<file path="config.mk">
export PLATFORM = sky130hd
export DESIGN_NAME = digit_serial_addsub
export DESIGN_NICKNAME = d
export VERILOG_FILES = /design/src/rtl/dsas_pkg.sv /design/src/rtl/dsas_full_adder.sv /design/src/rtl/dsas_ctrl.sv /design/src/rtl/dsas_datapath.sv /design/src/rtl/digit_serial_addsub.sv
export SDC_FILE = /design/constraint.sdc
export NUM_CORES = 1
export LEC_CHECK = 0
export ABC_AREA = 1
export BUFFER_PORTS_ARGS = -buffer_cell sky130_fd_sc_hd__buf_2
export CORE_AREA = 2 2 39 41
export CTS_CLUSTER_SIZE = 24
export DETAILED_ROUTE_END_ITERATION = 6
export DIE_AREA = 0 0 41 43
export PLACE_DENSITY = 0.44
export SETUP_SLACK_MARGIN = 0.15
export SYNTH_ARGS = -nofsm -noshare
export SYNTH_HDL_FRONTEND = slang
export SYNTH_SLANG_ARGS = --single-unit
export TNS_END_PERCENT = 1
</file>
<file path="constraint.sdc">
create_clock -name clk -period 3.2 [get_ports clk]
set_input_delay 0.16 -clock clk [delete_from_list [all_inputs] [get_ports clk]]
set_output_delay 0.16 -clock clk [all_outputs]
set_load 0.01 [all_outputs]
</file>
<file path="src/rtl/dsas_pkg.sv">
package dsas_pkg;

  // Strobes passed from the control to the datapath each cycle.
  typedef struct packed {
    logic loadCarry;  // use carryInit instead of the held carry
    logic carryInit;  // initial carry for the word's first digit
    logic invertB;    // complement the B digit (subtraction)
  } dsasStrobe_t;

  localparam logic ADD_CARRY_INIT = 1'b0;
  localparam logic SUB_CARRY_INIT = 1'b1;

endpackage

</file>
<file path="src/rtl/dsas_full_adder.sv">
module dsas_full_adder (
  input  logic inA,
  input  logic inB,
  input  logic inC,
  output logic outS,
  output logic outC
);

  always_comb begin
    outS = inA ^ inB ^ inC;
    outC = (inA & inB) | (inA & inC) | (inB & inC);
  end

endmodule

</file>
<file path="src/rtl/dsas_ctrl.sv">
module dsas_ctrl
  import dsas_pkg::*;
(
  input  logic        clk,
  input  logic        rstN,
  input  logic        firstDigit,
  input  logic        subMode,
  output dsasStrobe_t stb
);

  logic modeHeld;

  // Mode is latched at the word start and held for the remaining digits.
  always_ff @(posedge clk or negedge rstN) begin
    if (!rstN) begin
      modeHeld <= 1'b0;
    end else if (firstDigit) begin
      modeHeld <= subMode;
    end
  end

  always_comb begin
    stb.loadCarry = firstDigit;
    stb.invertB   = firstDigit ? subMode : modeHeld;
    stb.carryInit = subMode ? SUB_CARRY_INIT : ADD_CARRY_INIT;
  end

endmodule

</file>
<file path="src/rtl/dsas_datapath.sv">
module dsas_datapath
  import dsas_pkg::*;
#(
  parameter int DIGIT_W = 2
) (
  input  logic               clk,
  input  logic               rstN,
  input  dsasStrobe_t        stb,
  input  logic [DIGIT_W-1:0] aDigit,
  input  logic [DIGIT_W-1:0] bDigit,
  output logic [DIGIT_W-1:0] sumDigit
);

  localparam int CHAIN_NODES = DIGIT_W + 1;

  logic                   carryHeld;
  logic [CHAIN_NODES-1:0] chainC;
  logic [DIGIT_W-1:0]     bEff;
  logic [DIGIT_W-1:0]     sumComb;

  always_comb begin
    bEff      = stb.invertB ? ~bDigit : bDigit;
    chainC[0] = stb.loadCarry ? stb.carryInit : carryHeld;
  end

  for (genvar i = 0; i < DIGIT_W; i++) begin : g_fa
    dsas_full_adder fa_i (
      .inA  (aDigit[i]),
      .inB  (bEff[i]),
      .inC  (chainC[i]),
      .outS (sumComb[i]),
      .outC (chainC[i+1])
    );
  end

  always_ff @(posedge clk or negedge rstN) begin
    if (!rstN) begin
      carryHeld <= 1'b0;
      sumDigit  <= '0;
    end else begin
      carryHeld <= chainC[CHAIN_NODES-1];
      sumDigit  <= sumComb;
    end
  end

endmodule

</file>
<file path="src/rtl/digit_serial_addsub.sv">
module digit_serial_addsub
  import dsas_pkg::*;
#(
  parameter int DIGIT_W = 2
) (
  input  logic               clk,
  input  logic               rstN,
  input  logic               firstDigit,
  input  logic               subMode,
  input  logic [DIGIT_W-1:0] aDigit,
  input  logic [DIGIT_W-1:0] bDigit,
  output logic [DIGIT_W-1:0] sumDigit
);

  dsasStrobe_t ctrlStb;

  dsas_ctrl ctrl_i (
    .clk        (clk),
    .rstN       (rstN),
    .firstDigit (firstDigit),
    .subMode    (subMode),
    .stb        (ctrlStb)
  );

  dsas_datapath #(.DIGIT_W(DIGIT_W)) dp_i (
    .clk      (clk),
    .rstN     (rstN),
    .stb      (ctrlStb),
    .aDigit   (aDigit),
    .bDigit   (bDigit),
    .sumDigit (sumDigit)
  );

endmodule

</file>
==> run_results.csv <==
group,metric,value,unit
timing,rsz0062_at_grt,"false",
cells_and_area,utilization,22.3,%
synth,yosys.area.top_type_share,47.3,%
setup_path,worstSetupPathType,"reg -> reg",
cells_and_area,nNetsFinal,47,
cells_and_area,regArea,100,sq um
floorplan,die_area,0.00176,sq mm
floorplan,num_io_pins,10,
synth,synth_cells,22,
cells_and_area,n_antenna_cell,0,
synth,synth_area,211,sq um
timing,tightest_slew,0.203,ns
timing,final.min_clock_period,1.65,ns
synth,synth.distinct_cells,7,
cells_and_area,fillCellCount,148,
floorplan,start_util,15.3,%
synth,synth-seq-cells,4,
hold_path,holdPathEnd,"dp_i.carryHeld",
timing,finalCritPeriodShare,51.5,%
timing,maxSlewHeadroom,86.4,%
timing,setup_viol,0,
grt,antenna_found_initial,0,
power_and_ir_drop,leakagePower,0.176,nW
floorplan,rows,14,
grt,grt_start_max_net_pins,5,
hold_path,hold_depth,2,
drt,drt_iter0_markers,0,
placement,placedCellCount,47,
drt,via_count,178,
clocking,clockBufferDepth,2,
clocking,path_clk_slew,0.04,ns
grt,grt.busiest_layer,"met2",
setup_path,cp-start-kind,"flip-flop",
placement,place_congestion,0.586,
floorplan,dieWidth,41,um
flow_run,cap_viol_max_count,0,
cells_and_area,final_cell_mix,"buf_2 (9), inv_1 (6), nand2_1 (5)",
drt,dr.pass1.iters,1,
hold_path,hold_path.class,"in -> reg",
cells_and_area,drive_gt1_share,40.0,%
cells_and_area,multi_input_area,88.8,sq um
drt,avgRoutedWirePerCell,6.90,um
grt,met2_usage,8.44,%
clocking,cts-root-buf,"clkbuf_4",
status,status,"complete, no violations",
synth,synth_fp_nets,32,
placement,dp_worst_setup_slack,1.55,ns
floorplan,fp.dieH,43,um
setup_path,timing.rr.end,"dp_i.sumDigit[1]",
synth,yosysTopAreaCell,"dfrtp_1",
setup_path,reg2reg_depth,7,
setup_path,rr_startpoint,"ctrl_i.modeHeld",
clocking,ctsResizeCount,0,
cells_and_area,area_delta_synth_final,46.2,%
clocking,clock_sinks,4,
timing,finalClockSkew,0.00575,ns
grt,grt_overflow_total,0,
power_and_ir_drop,power.density,514,mW/mm^2
drt,vias_per_cell,3.49,
drt,wirelength,352,um
power_and_ir_drop,peakVddDrop,0.0000948,V
grt,grtUsageMet3,3.14,%
setup_path,cp-end-kind,"flip-flop",
drt,antenna_left,0,
setup_path,worstPathMaxFanout,3,
clocking,cts_buffers,3,
grt,grt_pass1_wl,600,um
timing,setup_slack,1.55,ns
clocking,clk_latency,0.24,ns
clocking,postCtsSetupBuffers,0,
hold_path,min_from,"aDigit[1]",
clocking,cts_tree,"done",
setup_path,worst_ep_required_time,3.30,ns
cells_and_area,stdcell_count,51,
timing,slew_viol_final,0,
synth,ys_seq_area_share,47.3,%
floorplan,core-area,0.00138,sq mm
synth,avgSynthCellArea,9.61,sq um
timing,finalHoldViolations,0,
timing,fmax,0.607,GHz
clocking,ctsHtreeMaxLevel,1,
timing,finalSetupTns,0,ns
grt,grt_usage,5.43,%
grt,globalRouteMet1Util,4.85,%
power_and_ir_drop,p_total,0.000159,W
grt,grt_pass1_vias,172,
cells_and_area,layout_commonest_cell,"buf_2",
setup_path,cp.arrival,1.75,ns
drt,drc,0,
synth,yosys_warnings,0,
synth,yosys-top-cells-area,"dfrtp_1 (47%), fa_1 (19%), inv_1 (11%)",
placement,io_buffer_count,9,
setup_path,r2r_setup_slack,1.55,ns
placement,dp_hpwl,310,um
[cell type report]
cell class | count | share of cell area [%]
well taps | 16 | 6.48
inverters | 6 | 7.29
repair buffers | 10 | 17.8
clock buffers | 3 | 7.29
flip-flops and latches | 4 | 32.4
multi-input cells | 12 | 28.7
[repair_timing]
action / 4_1_cts / 5_1_grt
hold buffers: 1 / 0
endpoints found under the hold margin: 4 / 0
endpoints found under the setup margin: 0 / 0
[report_power, final]
group	internal, W	switching, W	total, W
combinational	0.0000155	0.0000187	0.0000341
clock	0.0000419	0.0000201	0.0000620
sequential	0.0000606	0.00000219	0.0000628
[critical path, cell delays in order, from the launching register on]
cell and delay [ns]:
dfrtp_1 0.37, nand2_2 0.09, nand2_2 0.07, nand2_1 0.06
nand2_1 0.06, fa_1 0.39, inv_1 0.08, fa_1 0.40
[registers in the layout, indices dropped and copies added (netlist names)]
name	cells
dp_i.carryHeld	1
dp_i.sumDigit	2
ctrl_i.modeHeld	1
[per-layer routing]
metal	routed length, um	vias to the layer above
met3	41	2
met4	14	0
met1	113	80
li1	-	89
met2	182	7
met5	0	-
[per-stage QoR]
step	instance area (sq um)	hold slack [ns]
CTS	309	0.219
finish	309	0.216
floorplan	211	-0.136
global placement	277	-0.0295
detailed placement	277	-0.0322
global route	309	0.227
[worst max path at each step]
stage                                from               end
after floorplan           ctrl_i.modeHeld  dp_i.sumDigit[1]
after global placement    ctrl_i.modeHeld  dp_i.sumDigit[1]
after detailed placement  ctrl_i.modeHeld  dp_i.sumDigit[1]
after CTS                 ctrl_i.modeHeld  dp_i.sumDigit[1]
after global routing      ctrl_i.modeHeld  dp_i.sumDigit[1]
final                     ctrl_i.modeHeld  dp_i.sumDigit[1]
[synth_stat cells (all sizes together)]
cell    instances
nand2           7
inv             6
dfrtp           4
fa              2
nand3           2
a21boi          1
[logic make-up (layout without fill, tap and decap cells)]
group	count (synthesis)	count (layout)	share of synthesized area [%]
buffers and inverters	6	19	10.7
AOI/OAI and AO/OA	1	1	3.55
and+or+nand+nor	9	9	19.5
DFF	4	4	47.3
adders and majority gates	2	2	18.9
Power figures use the tool's default switching activity.
